File: src/rtl/spi_reg_pkg.sv
package spi_reg_pkg;

    typedef enum logic [1:0] {
        ENG_IDLE,
        ENG_XFER,
        ENG_GAP
    } eng_state_e;

    typedef enum logic [2:0] {
        SH_IDLE,
        SH_LEAD,
        SH_LOW,
        SH_HIGH,
        SH_TRAIL
    } sh_phase_e;

    // Two-byte frame: direction flag in bit 15, address below it, then payload.
    function automatic logic [15:0] frame_word(input logic wr,
                                               input logic [6:0] addr,
                                               input logic [7:0] wdata);
        return {wr, addr, (wr ? wdata : 8'h00)};
    endfunction

endpackage

File: src/rtl/spi_reg_shifter.sv
module spi_reg_shifter
    import spi_reg_pkg::*;
#(
    parameter int HALF_DIV   = 50,
    parameter int FRAME_BITS = 16,
    parameter int RX_BITS    = 8
) (
    input  logic                  clk,
    input  logic                  rst_n,
    input  logic                  start_i,
    input  logic [FRAME_BITS-1:0] tx_word_i,
    input  logic                  miso_i,
    output logic                  cs_n_o,
    output logic                  sclk_o,
    output logic                  mosi_o,
    output logic [RX_BITS-1:0]    rx_byte_o,
    output logic                  done_o
);

    localparam int HC_W = (HALF_DIV > 1) ? $clog2(HALF_DIV) : 1;
    localparam int BC_W = $clog2(FRAME_BITS);
    localparam logic [HC_W-1:0] HC_LAST = HC_W'(HALF_DIV - 1);
    localparam logic [BC_W-1:0] BC_LAST = BC_W'(FRAME_BITS - 1);

    typedef struct packed {
        sh_phase_e             phase;
        logic [HC_W-1:0]       half_cnt;
        logic [BC_W-1:0]       bit_cnt;
        logic [FRAME_BITS-1:0] shreg;
        logic [RX_BITS-1:0]    rxreg;
        logic                  cs_n;
        logic                  sclk;
        logic                  mosi;
        logic                  done;
    } sh_state_t;

    sh_state_t q, d;
    logic half_end;

    always_comb begin
        d        = q;
        d.done   = 1'b0;
        half_end = (q.half_cnt == HC_LAST);
        if (q.phase != SH_IDLE) begin
            d.half_cnt = half_end ? '0 : HC_W'(q.half_cnt + 1'b1);
        end
        case (q.phase)
            SH_IDLE: begin
                if (start_i) begin
                    d.phase    = SH_LEAD;
                    d.cs_n     = 1'b0;
                    d.shreg    = tx_word_i;
                    d.bit_cnt  = '0;
                    d.half_cnt = '0;
                end
            end
            SH_LEAD: begin
                if (half_end) begin
                    d.phase = SH_LOW;
                    d.sclk  = 1'b0;
                    d.mosi  = q.shreg[FRAME_BITS-1];
                end
            end
            SH_LOW: begin
                if (half_end) begin
                    d.phase = SH_HIGH;
                    d.sclk  = 1'b1;
                    d.rxreg = {q.rxreg[RX_BITS-2:0], miso_i};
                end
            end
            SH_HIGH: begin
                if (half_end) begin
                    if (q.bit_cnt == BC_LAST) begin
                        d.phase = SH_TRAIL;
                    end else begin
                        d.phase   = SH_LOW;
                        d.bit_cnt = BC_W'(q.bit_cnt + 1'b1);
                        d.shreg   = {q.shreg[FRAME_BITS-2:0], 1'b0};
                        d.sclk    = 1'b0;
                        d.mosi    = q.shreg[FRAME_BITS-2];
                    end
                end
            end
            SH_TRAIL: begin
                if (half_end) begin
                    d.phase = SH_IDLE;
                    d.cs_n  = 1'b1;
                    d.done  = 1'b1;
                end
            end
            default: d.phase = SH_IDLE;
        endcase
    end

    always_ff @(posedge clk or negedge rst_n) begin
        if (!rst_n) begin
            q          <= '0;
            q.phase    <= SH_IDLE;
            q.cs_n     <= 1'b1;
            q.sclk     <= 1'b1;
        end else begin
            q <= d;
        end
    end

    assign cs_n_o    = q.cs_n;
    assign sclk_o    = q.sclk;
    assign mosi_o    = q.mosi;
    assign rx_byte_o = q.rxreg;
    assign done_o    = q.done;

    // MOSI may only move together with a falling SCLK edge.
    assert_mosi_on_fall_R3: assert property (@(posedge clk) disable iff (!rst_n)
        !$stable(q.mosi) |-> $fell(q.sclk));

    // Chip select is never released while SCLK is low.
    assert_release_high_R2: assert property (@(posedge clk) disable iff (!rst_n)
        $rose(q.cs_n) |-> q.sclk);

endmodule

File: src/rtl/spi_reg_gap_timer.sv
module spi_reg_gap_timer #(
    parameter int WR_GAP_CYC = 24000,
    parameter int RD_GAP_CYC = 4000
) (
    input  logic clk,
    input  logic rst_n,
    input  logic load_i,
    input  logic wr_i,
    output logic busy_o
);

    localparam int GAP_MAX = (WR_GAP_CYC > RD_GAP_CYC) ? WR_GAP_CYC : RD_GAP_CYC;
    localparam int CNT_W   = $clog2(GAP_MAX + 1);
    localparam logic [CNT_W-1:0] WR_LOAD = CNT_W'(WR_GAP_CYC - 1);
    localparam logic [CNT_W-1:0] RD_LOAD = CNT_W'(RD_GAP_CYC - 1);

    typedef struct packed {
        logic [CNT_W-1:0] cnt;
        logic             busy;
    } gap_state_t;

    gap_state_t q, d;

    always_comb begin
        d = q;
        if (load_i) begin
            d.busy = 1'b1;
            d.cnt  = wr_i ? WR_LOAD : RD_LOAD;
        end else if (q.busy) begin
            if (q.cnt == '0) begin
                d.busy = 1'b0;
            end else begin
                d.cnt = CNT_W'(q.cnt - 1'b1);
            end
        end
    end

    always_ff @(posedge clk or negedge rst_n) begin
        if (!rst_n) begin
            q <= '0;
        end else begin
            q <= d;
        end
    end

    assign busy_o = q.busy;

    // A load always opens a recovery window on the next cycle.
    assert_load_opens_gap_R7: assert property (@(posedge clk) disable iff (!rst_n)
        load_i |=> busy_o);

    // The counter never exceeds the longer of the two windows.
    assert_cnt_bound_R8: assert property (@(posedge clk) disable iff (!rst_n)
        q.busy |-> (q.cnt < CNT_W'(GAP_MAX)));

endmodule

File: src/rtl/spi_reg_engine.sv
module spi_reg_engine
    import spi_reg_pkg::*;
#(
    parameter int CLK_HZ     = 200_000_000,
    parameter int SCLK_HZ    = 2_000_000,
    parameter int HALF_DIV   = CLK_HZ / (2 * SCLK_HZ),
    parameter int WR_GAP_CYC = (CLK_HZ / 1_000_000) * 120,
    parameter int RD_GAP_CYC = (CLK_HZ / 1_000_000) * 20
) (
    input  logic       clk,
    input  logic       rst_n,
    input  logic       cmd_valid,
    output logic       cmd_ready,
    input  logic       cmd_write,
    input  logic [6:0] cmd_addr,
    input  logic [7:0] cmd_wdata,
    output logic       rd_valid,
    output logic [7:0] rd_data,
    output logic       spi_cs_n,
    output logic       spi_sclk,
    output logic       spi_mosi,
    input  logic       spi_miso
);

    localparam int FRAME_BITS = 16;
    localparam int RX_BITS    = 8;
    localparam int GAP_MAX    = (WR_GAP_CYC > RD_GAP_CYC) ? WR_GAP_CYC : RD_GAP_CYC;
    localparam int HI_W       = $clog2(GAP_MAX + 1);

    typedef struct packed {
        eng_state_e         state;
        logic               wr;
        logic               rd_valid;
        logic [RX_BITS-1:0] rd_data;
    } eng_t;

    eng_t q, d;

    logic               sh_start;
    logic               sh_done;
    logic [RX_BITS-1:0] sh_rx;
    logic               gap_load;
    logic               gap_busy;

    spi_reg_shifter #(
        .HALF_DIV   (HALF_DIV),
        .FRAME_BITS (FRAME_BITS),
        .RX_BITS    (RX_BITS)
    ) u_shifter (
        .clk       (clk),
        .rst_n     (rst_n),
        .start_i   (sh_start),
        .tx_word_i (frame_word(cmd_write, cmd_addr, cmd_wdata)),
        .miso_i    (spi_miso),
        .cs_n_o    (spi_cs_n),
        .sclk_o    (spi_sclk),
        .mosi_o    (spi_mosi),
        .rx_byte_o (sh_rx),
        .done_o    (sh_done)
    );

    spi_reg_gap_timer #(
        .WR_GAP_CYC (WR_GAP_CYC),
        .RD_GAP_CYC (RD_GAP_CYC)
    ) u_gap (
        .clk    (clk),
        .rst_n  (rst_n),
        .load_i (gap_load),
        .wr_i   (q.wr),
        .busy_o (gap_busy)
    );

    always_comb begin
        d          = q;
        d.rd_valid = 1'b0;
        sh_start   = 1'b0;
        gap_load   = 1'b0;
        case (q.state)
            ENG_IDLE: begin
                if (cmd_valid) begin
                    sh_start = 1'b1;
                    d.wr     = cmd_write;
                    d.state  = ENG_XFER;
                end
            end
            ENG_XFER: begin
                if (sh_done) begin
                    gap_load = 1'b1;
                    d.state  = ENG_GAP;
                    if (!q.wr) begin
                        d.rd_valid = 1'b1;
                        d.rd_data  = sh_rx;
                    end
                end
            end
            ENG_GAP: begin
                if (!gap_busy) begin
                    d.state = ENG_IDLE;
                end
            end
            default: d.state = ENG_IDLE;
        endcase
    end

    always_ff @(posedge clk or negedge rst_n) begin
        if (!rst_n) begin
            q       <= '0;
            q.state <= ENG_IDLE;
        end else begin
            q <= d;
        end
    end

    assign cmd_ready = (q.state == ENG_IDLE);
    assign rd_valid  = q.rd_valid;
    assign rd_data   = q.rd_data;

    // Checker support: cycles since chip-select release and the last direction.
    logic [HI_W-1:0] hi_cnt_q;
    logic            last_wr_q;

    always_ff @(posedge clk or negedge rst_n) begin
        if (!rst_n) begin
            hi_cnt_q  <= HI_W'(GAP_MAX);
            last_wr_q <= 1'b0;
        end else begin
            if (!spi_cs_n) begin
                hi_cnt_q <= '0;
            end else if (hi_cnt_q < HI_W'(GAP_MAX)) begin
                hi_cnt_q <= HI_W'(hi_cnt_q + 1'b1);
            end
            if (sh_done) begin
                last_wr_q <= q.wr;
            end
        end
    end

    assert_sclk_idle_high_R2: assert property (@(posedge clk) disable iff (!rst_n)
        spi_cs_n |-> spi_sclk);

    assert_busy_while_framed_R6: assert property (@(posedge clk) disable iff (!rst_n)
        !spi_cs_n |-> !cmd_ready);

    assert_rd_strobe_single_R5: assert property (@(posedge clk) disable iff (!rst_n)
        rd_valid |=> !rd_valid);

    assert_no_strobe_on_write_R9: assert property (@(posedge clk) disable iff (!rst_n)
        rd_valid |-> !last_wr_q);

    assert_write_gap_R7: assert property (@(posedge clk) disable iff (!rst_n)
        ($fell(spi_cs_n) && last_wr_q) |-> (hi_cnt_q >= HI_W'(WR_GAP_CYC)));

    assert_read_gap_R8: assert property (@(posedge clk) disable iff (!rst_n)
        ($fell(spi_cs_n) && !last_wr_q) |-> (hi_cnt_q >= HI_W'(RD_GAP_CYC)));

endmodule

File: config.mk
export PLATFORM = sky130hd
export DESIGN_NAME = spi_reg_engine
export DESIGN_NICKNAME = d
export VERILOG_FILES = /design/src/rtl/spi_reg_pkg.sv /design/src/rtl/spi_reg_shifter.sv /design/src/rtl/spi_reg_gap_timer.sv /design/src/rtl/spi_reg_engine.sv
export SDC_FILE = /design/constraint.sdc
export NUM_CORES = 1
export LEC_CHECK = 0
export BUFFER_PORTS_ARGS = -buffer_cell sky130_fd_sc_hd__buf_2
export CORE_ASPECT_RATIO = 0.7
export CORE_MARGIN = 2
export CORE_UTILIZATION = 40
export DETAILED_ROUTE_END_ITERATION = 12
export HOLD_SLACK_MARGIN = 0.03
export PLACE_DENSITY_LB_ADDON = 0.08
export SETUP_SLACK_MARGIN = 0.5
export SLEW_MARGIN = 30
export SYNTH_ARGS = -nofsm -noshare
export SYNTH_HDL_FRONTEND = slang
export SYNTH_SLANG_ARGS = --single-unit
export TNS_END_PERCENT = 50
File: constraint.sdc
create_clock -name clk -period 6.4 [get_ports clk]
set_input_delay 0 -clock clk [delete_from_list [all_inputs] [get_ports clk]]
set_output_delay 0 -clock clk [all_outputs]
set_load 0.01 [all_outputs]
==> run metrics <==
P_sw 0.299 mW; pin count of the biggest net entering global routing 70; fmax 0.383 GHz; dpl hpwl about 4300 um; I/O pin total 33; 1st-iter DRT viols 168; hold crit path type primary input to flip-flop; Final Hold Viols 0; leakage 1.91 nW; drt first pass iters 5; die height between 80 and 90 um; Worst Skew between 7 and 8 ps; crit share post-route 0.408; synth unique cells 55; internal power about 0.79 mW; Hold Buf Count CTS 17; number of flops mapped to enable cells by yosys 0; CTS Buf Count 9; worst slack, placed between 3000 and 4000 ps; Async S/R FF share, synth 1.00; layout cell share with drive strength beyond 1 0.251; Antenna Cells 0; routability cong. between 0.8 and 0.9; sw frac 0.274; P per Cell Area between 200 and 300 mW/mm^2; YS warnings 0; vias in the first global route around 2,300; critical path arrival roughly 2800 ps; Multi-input gate area ~0.0015 mm^2; Most used DFF post-synth dfrtp_1; part of the power in registers 0.469; highest ir drop seen on vdd 0.161 mV; Rel. slew slack 0.417; unrepaired setup endpoints after global routing false; flops & latches, synth between 60 and 70; register area share after synthesis 0.515; Resized cells post-CTS 0; # setup viols final 0; Residual DRC 0; final worst setup slack ~3800 ps; area grow syn2layout 18.3%; CP Class flip-flop to flip-flop; clock insertion delay at the later pin of the skew report 330 ps; DR WL/cell between 15 and 20 um; Post-CTS Repair Setup Buffers 0; fillers approximately 740; Initial Utilization 0.419; mapped cell area between 0.003 and 0.004 mm^2; CP endpoint kind flip-flop; critical path launch point type flip-flop; Max Cap Violations 0; Post-Syn Instances approximately 300; Mean Syn Cell Area 11.2 um^2; port bufs 32; Overflow after GRT 0; CTS tree built; Final TNS setup 0 ps; clock net sink count 69; Max FO, Critical Path 20; Layout Nets roughly 360; clock-pin slew on the worst setup and hold paths around 60 ps; register area 0.00173 mm^2; status completed; worst slew pin tran 872 ps; die area a little over 0.009 mm^2; Pins Over Slew Limit 0; Worst Hold Slack around 44 ps; CORE AREA 0.00801 mm^2; initial antenna violation count 0; vias per cell about 5.4; Tmin final roughly 2600 ps; number of vias in the routed layout between 2,000 and 2,500; row cnt 27; Clock Path Buffers 2; remaining antenna violation count 0; reg2reg setup slack approximately 3800 ps; gr usage total 0.167; Gate power share 0.126; H-tree level count 3; global-route wire length before repair roughly 12,000 um; clock share of power 0.405; Die Wd 114 um; syn_nets roughly 320; Root Buffer clkbuf_16; Worst EP required between 6000 and 7000 ps; WL final 6830 um
==> synthesized netlist by cell type (all sizes together), types with 5 or more instances <==
master | count | area [um^2]
nand3 | 11 | 55.1
or4 | 7 | 61.3
dfrtp | 67 | 1680
a22o | 14 | 123
nor4 | 5 | 31.3
mux2 | 30 | 338
or3 | 6 | 37.5
nand2 | 22 | 82.6
inv | 6 | 22.5
buf | 15 | 98.9
o31ai | 7 | 52.6
o21ai | 21 | 105
clkbuf | 6 | 22.5
nor2 | 16 | 60.1
==> per-layer routing <==
layer  track usage  part of all wire  vias up
met1         0.245              0.52     1172
li1              -                 -     1196
met4        0.0549             0.010        0
met5             0                 0        -
met3        0.0528             0.036        7
met2         0.232              0.43       44
==> worst paths after layout <==
kind                                        from              end  cells past startpoint
worst max-delay path             u_shifter.q[38]  u_shifter.q[17]                      4
worst min-delay path                 cmd_addr[0]  u_shifter.q[20]                      3
worst max register to register   u_shifter.q[38]  u_shifter.q[17]                      4
worst min register to register  u_shifter.done_o            q[10]                      1
max in group asynchronous                  rst_n  u_shifter.q[39]                      3
min in group asynchronous                  rst_n       u_gap.q[3]                      3
==> cell type report <==
cell class,count,area share
multi-input combinational,203,0.374
sequential,69,0.435
clock inverter,5,0.00976
clock buffer,10,0.0576
timing repair buffer,50,0.0860
tap,101,0.0318
inverter,6,0.00567
==> flip-flops by register name, indices dropped and copies added (netlist names) <==
signal and flops:
q 3, rd_data 8, rd_valid 1, u_gap.busy_o 1, u_gap.q 15, u_shifter.cs_n_o 1
u_shifter.done_o 1, u_shifter.mosi_o 1, u_shifter.q 29, u_shifter.rx_byte_o 8, u_shifter.sclk_o 1
==> per-stage QoR <==
step | std cells | util | power (mW) | cell area [um^2]
after floorplan | 299 | - | 0.600 | 3360
after global placement | 412 | 0.441 | 0.645 | 3530
after detailed placement | 412 | 0.441 | 0.644 | 3530
after CTS | 444 | 0.496 | 1.11 | 3970
after global routing | 444 | 0.496 | 1.15 | 3970
final | 444 | 0.496 | 1.09 | 3970
==> cell usage in the layout, fill, tap and decap left out, types with 4 or more instances in the layout <==
cell,n
o21ai_0,16
mux2_2,27
dfrtp_1,67
a22o_1,14
ha_1,4
or3_1,6
a21oi_1,4
o21ai_1,5
nand3_1,11
buf_2,32
mux2i_1,4
nand3b_1,4
nor3b_1,4
a31oi_1,4
nand2_1,22
or4_1,4
nor4_1,5
o31ai_1,7
inv_1,6
dlygate4sd3_1,17
clkbuf_16,9
nor2_1,16
==> power groups by stage <==
stage | clock network [mW] | registers, mW | logic, mW
after floorplan | 0 | 0.499 | 0.101
final | 0.441 | 0.510 | 0.137
after global routing | 0.474 | 0.519 | 0.158
after CTS | 0.457 | 0.510 | 0.138
after global placement | 0 | 0.515 | 0.129
after detailed placement | 0 | 0.516 | 0.128
==> critical path, cell delays in order (launching register included) <==
cell and delay, ps:
dfrtp_1 530, nand3b_1 280, o21ai_1 530, or2_1 720, mux2_2 420
==> kinds of logic after synthesis <==
| kind of cell | after synthesis | share of synthesized area |
|---|---|---|
| xor+xnor | 2 | 0.00522 |
| compound gates | 67 | 0.145 |
| mux | 34 | 0.113 |
| flops | 69 | 0.515 |
| simple gates | 96 | 0.165 |
| buf+inv | 27 | 0.0428 |
| fa+ha+maj | 4 | 0.0149 |
No activity file was read; power rests on OpenSTA's default activity.
